File: config.mk
export PLATFORM = sky130hd
export DESIGN_NAME = dualdac_front
export DESIGN_NICKNAME = d
export VERILOG_FILES = /design/src/rtl/dualdac_pkg.sv /design/src/rtl/dualdac_edge.sv /design/src/rtl/dualdac_steer.sv /design/src/rtl/dualdac_updgen.sv /design/src/rtl/dualdac_outpipe.sv /design/src/rtl/dualdac_front.sv
export SDC_FILE = /design/constraint.sdc
export NUM_CORES = 1
export LEC_CHECK = 0
export BUFFER_PORTS_ARGS = -buffer_cell sky130_fd_sc_hd__buf_2
export CAP_MARGIN = 5
export CELL_PAD_IN_SITES_DETAIL_PLACEMENT = 0
export CELL_PAD_IN_SITES_GLOBAL_PLACEMENT = 1
export CORE_ASPECT_RATIO = 1.2
export CORE_MARGIN = 1.5
export CORE_UTILIZATION = 46
export CTS_BUF_LIST = sky130_fd_sc_hd__clkbuf_8
export DETAILED_ROUTE_END_ITERATION = 10
export PLACE_DENSITY = 0.84
export SLEW_MARGIN = 30
export SYNTH_ARGS = -nofsm -noshare
export SYNTH_HDL_FRONTEND = slang
export SYNTH_HIERARCHICAL = 1
export SYNTH_SLANG_ARGS = --single-unit
export TNS_END_PERCENT = 50
File: constraint.sdc
create_clock -name clk -period 1.8 [get_ports clk]
set_clock_uncertainty 0.05 [all_clocks]
set_input_delay 0.09 -clock clk [delete_from_list [all_inputs] [get_ports clk]]
set_output_delay 0.09 -clock clk [all_outputs]
set_load 0.03 [all_outputs]
File: src/rtl/dualdac_pkg.sv
package dualdac_pkg;

   // Pin-role selection: the level on mode_dual maps directly onto this.
   typedef enum logic {
      IF_INTERLEAVED = 1'b0,
      IF_DUAL        = 1'b1
   } if_mode_e;

endpackage

File: src/rtl/dualdac_edge.sv
// Samples N level inputs on the system clock and flags either rising or
// falling transitions, chosen by a parameter.
module dualdac_edge #(
   parameter int N       = 1,
   parameter bit FALLING = 1'b0
) (
   input  logic         clk,
   input  logic         rst,
   input  logic [N-1:0] lvl,
   output logic [N-1:0] hit
);

   logic [N-1:0] lvl_q;

   always_ff @(posedge clk) begin
      if (rst) lvl_q <= '0;
      else     lvl_q <= lvl;
   end

   generate
      if (FALLING) begin : g_fall
         assign hit = lvl_q & ~lvl;
      end else begin : g_rise
         assign hit = lvl & ~lvl_q;
      end
   endgenerate

endmodule

File: src/rtl/dualdac_steer.sv
// Input latches for both channels. In interleaved mode there is a select-
// driven load mux with recirculation and a hold stage loaded on the
// falling edge of the shared write.
module dualdac_steer
   import dualdac_pkg::*;
#(
   parameter int W = 12
) (
   input  logic         clk,
   input  logic         rst,
   input  if_mode_e     mode,
   input  logic [W-1:0] din_a,
   input  logic [W-1:0] din_b,
   input  logic         sel_i,
   input  logic         wr_rise_a,
   input  logic         wr_rise_b,
   input  logic         wr_fall_a,
   output logic [W-1:0] word_a,
   output logic [W-1:0] word_b
);

   logic [W-1:0] lat_i, lat_q;
   logic [W-1:0] hold_i, hold_q;
   logic [W-1:0] nxt_i, nxt_q;

   // Interleaved steering: the unselected latch feeds its own value back.
   always_comb begin
      nxt_i = (wr_rise_a &&  sel_i) ? din_a : lat_i;
      nxt_q = (wr_rise_a && !sel_i) ? din_a : lat_q;
   end

   always_ff @(posedge clk) begin
      if (rst) begin
         lat_i  <= '0;
         lat_q  <= '0;
         hold_i <= '0;
         hold_q <= '0;
      end else if (mode == IF_DUAL) begin
         // each channel's own write edge
         if (wr_rise_a) lat_i <= din_a;
         if (wr_rise_b) lat_q <= din_b;
      end else begin
         lat_i <= nxt_i;
         lat_q <= nxt_q;
         if (wr_fall_a) begin
            hold_i <= lat_i;
            hold_q <= lat_q;
         end
      end
   end

   assign word_a = (mode == IF_DUAL) ? lat_i : hold_i;
   assign word_b = (mode == IF_DUAL) ? lat_q : hold_q;

endmodule

File: src/rtl/dualdac_updgen.sv
// Update enables. Dual mode gives one per channel tick edge. Interleaved mode
// divides tick_a by two, and tick_b forces the divider to its idle phase

module dualdac_updgen
   import dualdac_pkg::*;
(
   input  logic     clk,
   input  logic     rst,
   input  if_mode_e mode,
   input  logic     tick_rise_a,
   input  logic     tick_rise_b,
   input  logic     realign,
   output logic     ev_a,
   output logic     ev_b
);

   logic div_q;
   logic ev_pair;

   always_ff @(posedge clk) begin
      if (rst)                                div_q <= 1'b0;
      else if (mode == IF_DUAL || realign)    div_q <= 1'b0;
      else if (tick_rise_a)                   div_q <= ~div_q;
   end

   // Pair update on the edge that moves the divider out of its idle phase.
   assign ev_pair = tick_rise_a & ~realign & ~div_q;

   assign ev_a = (mode == IF_DUAL) ? tick_rise_a : ev_pair;
   assign ev_b = (mode == IF_DUAL) ? tick_rise_b : ev_pair;

endmodule

File: src/rtl/dualdac_outpipe.sv
// Per-channel core latch, delay line and sleep-gated output register.
// An update at edge k shows at the output after edge k+LATENCY-1.
module dualdac_outpipe #(
   parameter int W       = 12,
   parameter int LATENCY = 4
) (
   input  logic         clk,
   input  logic         rst,
   input  logic         sleep,
   input  logic         ev,
   input  logic [W-1:0] word,
   output logic [W-1:0] code,
   output logic         vld
);

   localparam int DEPTH = LATENCY - 1;

   logic [DEPTH-1:0]        vpipe;
   logic [DEPTH-1:0][W-1:0] cpipe;
   logic                    take;

   assign take = vpipe[DEPTH-1] & ~sleep;

   always_ff @(posedge clk) begin
      if (rst) begin
         vpipe <= '0;
         cpipe <= '0;
         code  <= '0;
         vld   <= 1'b0;
      end else begin
         vpipe[0] <= ev;
         if (ev) cpipe[0] <= word;
         for (int i = 1; i < DEPTH; i++) begin
            vpipe[i] <= vpipe[i-1];
            cpipe[i] <= cpipe[i-1];
         end
         vld <= take;
         if (take) code <= cpipe[DEPTH-1];
      end
   end

endmodule

File: src/rtl/dualdac_front.sv
// Top of the dual-channel converter data front end.
module dualdac_front
   import dualdac_pkg::*;
#(
   parameter int W       = 12,
   parameter int LATENCY = 4
) (
   input  logic         clk,
   input  logic         rst,
   input  logic         mode_dual,
   input  logic         sleep,
   input  logic         strb_a,
   input  logic         strb_b,
   input  logic         tick_a,
   input  logic         tick_b,
   input  logic [W-1:0] din_a,
   input  logic [W-1:0] din_b,
   output logic [W-1:0] code_a,
   output logic [W-1:0] code_a_n,
   output logic         vld_a,
   output logic [W-1:0] code_b,
   output logic [W-1:0] code_b_n,
   output logic         vld_b
);

   localparam int           NCH  = 2;
   localparam int           NEDG = 4;
   localparam logic [W-1:0] FULL = '1;

   generate
      if (W < 2 || W > 32) begin : g_bad_width
         $error("dualdac_front: W must lie in 2..32");
      end
      if (LATENCY < 2) begin : g_bad_latency
         $error("dualdac_front: LATENCY must be at least 2");
      end
   endgenerate

   if_mode_e          mode;
   logic [NEDG-1:0]   rise;
   logic              fall_wr;
   logic              ev_a, ev_b;
   logic [W-1:0]      word_a, word_b;
   logic [NCH-1:0]    ev_ch;
   logic [W-1:0]      word_ch [NCH];
   logic [W-1:0]      code_ch [NCH];
   logic [NCH-1:0]    vld_ch;

   assign mode = if_mode_e'(mode_dual);

   // Edge order in rise: 0 strb_a, 1 strb_b, 2 tick_a, 3 tick_b
   dualdac_edge #(.N(NEDG), .FALLING(1'b0)) u_rise (
      .clk (clk),
      .rst (rst),
      .lvl ({tick_b, tick_a, strb_b, strb_a}),
      .hit (rise)
   );

   dualdac_edge #(.N(1), .FALLING(1'b1)) u_fall (
      .clk (clk),
      .rst (rst),
      .lvl (strb_a),
      .hit (fall_wr)
   );

   dualdac_steer #(.W(W)) u_steer (
      .clk       (clk),
      .rst       (rst),
      .mode      (mode),
      .din_a     (din_a),
      .din_b     (din_b),
      .sel_i     (strb_b),
      .wr_rise_a (rise[0]),
      .wr_rise_b (rise[1]),
      .wr_fall_a (fall_wr),
      .word_a    (word_a),
      .word_b    (word_b)
   );

   dualdac_updgen u_updgen (
      .clk         (clk),
      .rst         (rst),
      .mode        (mode),
      .tick_rise_a (rise[2]),
      .tick_rise_b (rise[3]),
      .realign     (tick_b),
      .ev_a        (ev_a),
      .ev_b        (ev_b)
   );

   assign ev_ch      = {ev_b, ev_a};
   assign word_ch[0] = word_a;
   assign word_ch[1] = word_b;

   generate
      for (genvar c = 0; c < NCH; c++) begin : g_ch
         dualdac_outpipe #(.W(W), .LATENCY(LATENCY)) u_pipe (
            .clk   (clk),
            .rst   (rst),
            .sleep (sleep),
            .ev    (ev_ch[c]),
            .word  (word_ch[c]),
            .code  (code_ch[c]),
            .vld   (vld_ch[c])
         );
      end
   endgenerate

   assign code_a = code_ch[0];
   assign code_b = code_ch[1];
   assign vld_a  = vld_ch[0];
   assign vld_b  = vld_ch[1];

   // complementary leg codes
   assign code_a_n = FULL - code_a;
   assign code_b_n = FULL - code_b;

endmodule

==> impl_metrics.json <==
{
  "placedInstanceArea_sq_mm": 0.006550,
  "fillers": 1171,
  "nNetsFinal": 727,
  "synth_fa_ha_area_share_pct": 0,
  "status": "completed",
  "cts_tree": "done",
  "yosysWarnings": 6,
  "cts_buffer_depth": 2,
  "synthTopCellsByArea": "dfxtp_1 (52%), nor2b_1 (6.4%), mux2i_1 (5.9%)",
  "report.final.slew_viol_count": 0,
  "min_path_type": "in2reg",
  "netlist_instances": 604,
  "dr_total_vias": 4141,
  "die_h_um": 129.4,
  "worstReg2RegStart": "u_rise/lvl_q[2]",
  "finalCritPeriodShare_pct": 81.17,
  "ir_drop_mv": 0.3713,
  "max_slew.worst_pin.slew_ns": 0.7701,
  "syn_to_final_growth_pct": 17.59,
  "ctsHtreeMaxLevel": 4,
  "fin_ws_ns": 0.3389,
  "core_area_sq_mm": 0.01312,
  "arrival_ns": 1.73,
  "cp.required_ns": 2.06,
  "maxCapViolCount": 0,
  "synth-simple-area-share_pct": 20.78,
  "min_from": "din_b[6]",
  "drc": 0,
  "rr_endpoint": "g_ch[1].u_pipe/cpipe[5]",
  "cts.repair.resized": 0,
  "initial_core_util_pct": 46.66,
  "stdcell_count": 875,
  "fmax_mhz": 684.4,
  "synthesis.nets": 636,
  "setup.worst_path.start": "tick_a",
  "layout-drive-gt1-share_pct": 23.48,
  "n_antenna_cell": 0,
  "wl_per_cell_um": 12.53,
  "yosysTopAreaCellShare_pct": 51.66,
  "ctsRootBufferMaster": "clkbuf_8",
  "powerDensity_mw_per_mm2": 952.5,
  "wl_mm": 10.96,
  "cts_num_sinks": 158,
  "critPathCaptureType": "register",
  "yosysSeqAreaShare_pct": 51.66,
  "via_per_inst": 4.733,
  "fin_util_pct": 54.87,
  "dp.cells": 822,
  "synthXorXnorAreaFrac_pct": 0.1430,
  "clkTransAtPathRegs_ns": 0.08,
  "grt_pass1_wl_mm": 18.46,
  "final_area_sq_mm": 0.007201,
  "synth_top_area_cell": "dfxtp_1",
  "gp_congestion": 0.7558,
  "dr.pass1.iters": 4,
  "hold_slack_ns": 0.03628,
  "hpwl_mm": 7.401,
  "path_max_fanout": 13,
  "post-place-ws_ns": 0.3773,
  "dieArea_sq_mm": 0.01402,
  "ys_types": 24,
  "endpoint": "g_ch[1].u_pipe/cpipe[5]",
  "syn_avg_cell_area_sq_um": 10.14,
  "gr-total-overflow": 0,
  "finalHoldViolations": 0,
  "finalSetupViolCount": 0,
  "power.leakage_nw": 2.849,
  "min_period_ns": 1.461,
  "fin_total_pwr_mw": 6.859,
  "track_usage_pct": 16.69,
  "seqCellArea_sq_mm": 0.003163,
  "rsz0062_at_grt": "false",
  "drt_first_iter_violations": 201,
  "synth_top_family_by_area": "simple AND/OR/NAND/NOR gates",
  "cts_buffers": 17,
  "worstSetupPathType": "in2reg",
  "fin_setup_tns_ns": 0,
  "synth.area.mux_share_pct": 13.12,
  "relSlewSlack_pct": 48.32,
  "reg2reg_depth": 6,
  "multi_input_area_sq_mm": 0.002564,
  "clk_latency_ns": 0.43,
  "antenna_found_initial": 0,
  "rows": 46,
  "grt_start_max_net_pins": 67,
  "die_x_um": 108.3,
  "startpoint_type": "input port",
  "grt_pass1_vias": 3988,
  "ios": 82,
  "syn_area_sq_mm": 0.006123,
  "io_buffers": 81,
  "ys_ff_latch": 158,
  "antenna_left": 0,
  "synth_compound_gate_area_share_pct": 7.826,
  "worst-r2r-setup-slack_ns": 0.37
}
report_power, final:
part	internal (mW)	switching (mW)	total, mW	leakage, nW
Combinational	0.253	0.234	0.487	1.35
Clock	1.57	1.19	2.76	0.222
Sequential	3.56	0.0521	3.62	1.28
cell usage after synthesis:
library cell,count
dfxtp_1,158
nand2_1,72
nor2b_1,63
a21oi_1,48
mux2i_1,36
nand2b_1,25
nor2_1,25
o21ai_1,25
inv_1,24
mux2_2,24
nand4bb_1,24
o21a_1,14
buf_6,13
buf_2,12
mux2_4,10
buf_4,8
clkbuf_1,8
nor2b_2,7
clkbuf_2,2
mux2_1,2
a22o_1,1
nand2b_4,1
nor4_2,1
xnor2_1,1
layer usage:
metal / global-route usage [%] / wire length, um
met5: 0 / 0
met1: 20.62 / 5137
met4: 5.650 / 150
met3: 4.829 / 489
met2: 27.89 / 5184
worst min-delay path by stage:
| stage | slack, ns | end | cells after the start |
|---|---|---|---|
| 4_1_cts | 0.0002 | u_steer/lat_q[1] | 4 |
| 5_1_grt | 0.02 | u_steer/lat_q[1] | 4 |
| 6_report | 0.04 | u_steer/lat_q[6] | 4 |
| 3_5_place_dp | 0.26 | u_updgen/div_q | 2 |
| 2_1_floorplan | 0.11 | u_fall/lvl_q | 1 |
| 3_3_place_gp | 0.25 | u_updgen/div_q | 2 |
cells by family (layout without fill, tap and decap cells):
logic type / count (synthesis) / in the layout
xor+xnor: 1 / 1
mux: 72 / 72
buf+inv: 67 / 170
simple gates: 218 / 218
compound gates: 88 / 88
flops: 158 / 158
critical path, stage by stage:
cell and delay (ns):
dlygate4sd3_1 0.54, buf_2 0.11, nor2b_2 0.18, nor2b_1 0.15
a22o_1 0.13, buf_4 0.23, mux2i_1 0.24, nor2_1 0.05
cells in the final DEF (no fill, tap or decap), types with 7 or more instances in the layout:
master,Yosys,final
nor2b_1,63,63
o21a_1,14,14
buf_4,8,11
mux2_2,24,24
dlygate4sd3_1,0,22
o21ai_1,25,25
dfxtp_1,158,158
clkbuf_8,0,19
nand2_1,72,72
nor2b_2,7,7
nor2_1,25,25
mux2_4,10,10
buf_2,12,80
mux2i_1,36,36
nand2b_1,25,25
inv_1,24,25
nand4bb_1,24,24
a21oi_1,48,48
cell type report:
cell class / instances / share of cell area, %
clock inverters: 12 / 2.346
repair buffers: 115 / 10.32
well taps: 168 / 2.919
multi-input cells: 379 / 35.60
inverters: 24 / 1.251
clock buffers: 19 / 3.632
flip-flops and latches: 158 / 43.93
sequential cells by signal (all words and copies together), names as in the netlist:
signal,flops
g_ch.u_pipe/cpipe,72
g_ch.u_pipe/code,24
u_steer/hold_i,12
u_steer/hold_q,12
u_steer/lat_i,12
u_steer/lat_q,12
g_ch.u_pipe/vpipe,6
u_rise/lvl_q,4
g_ch.u_pipe/vld,2
u_fall/lvl_q,1
u_updgen/div_q,1
what timing repair did:
action                                 4_1_cts  5_1_grt
hold buffers                                22        0
buffers inserted                             0        0
endpoints found under the hold margin       30        0
(Power assumes the default switching activity.)
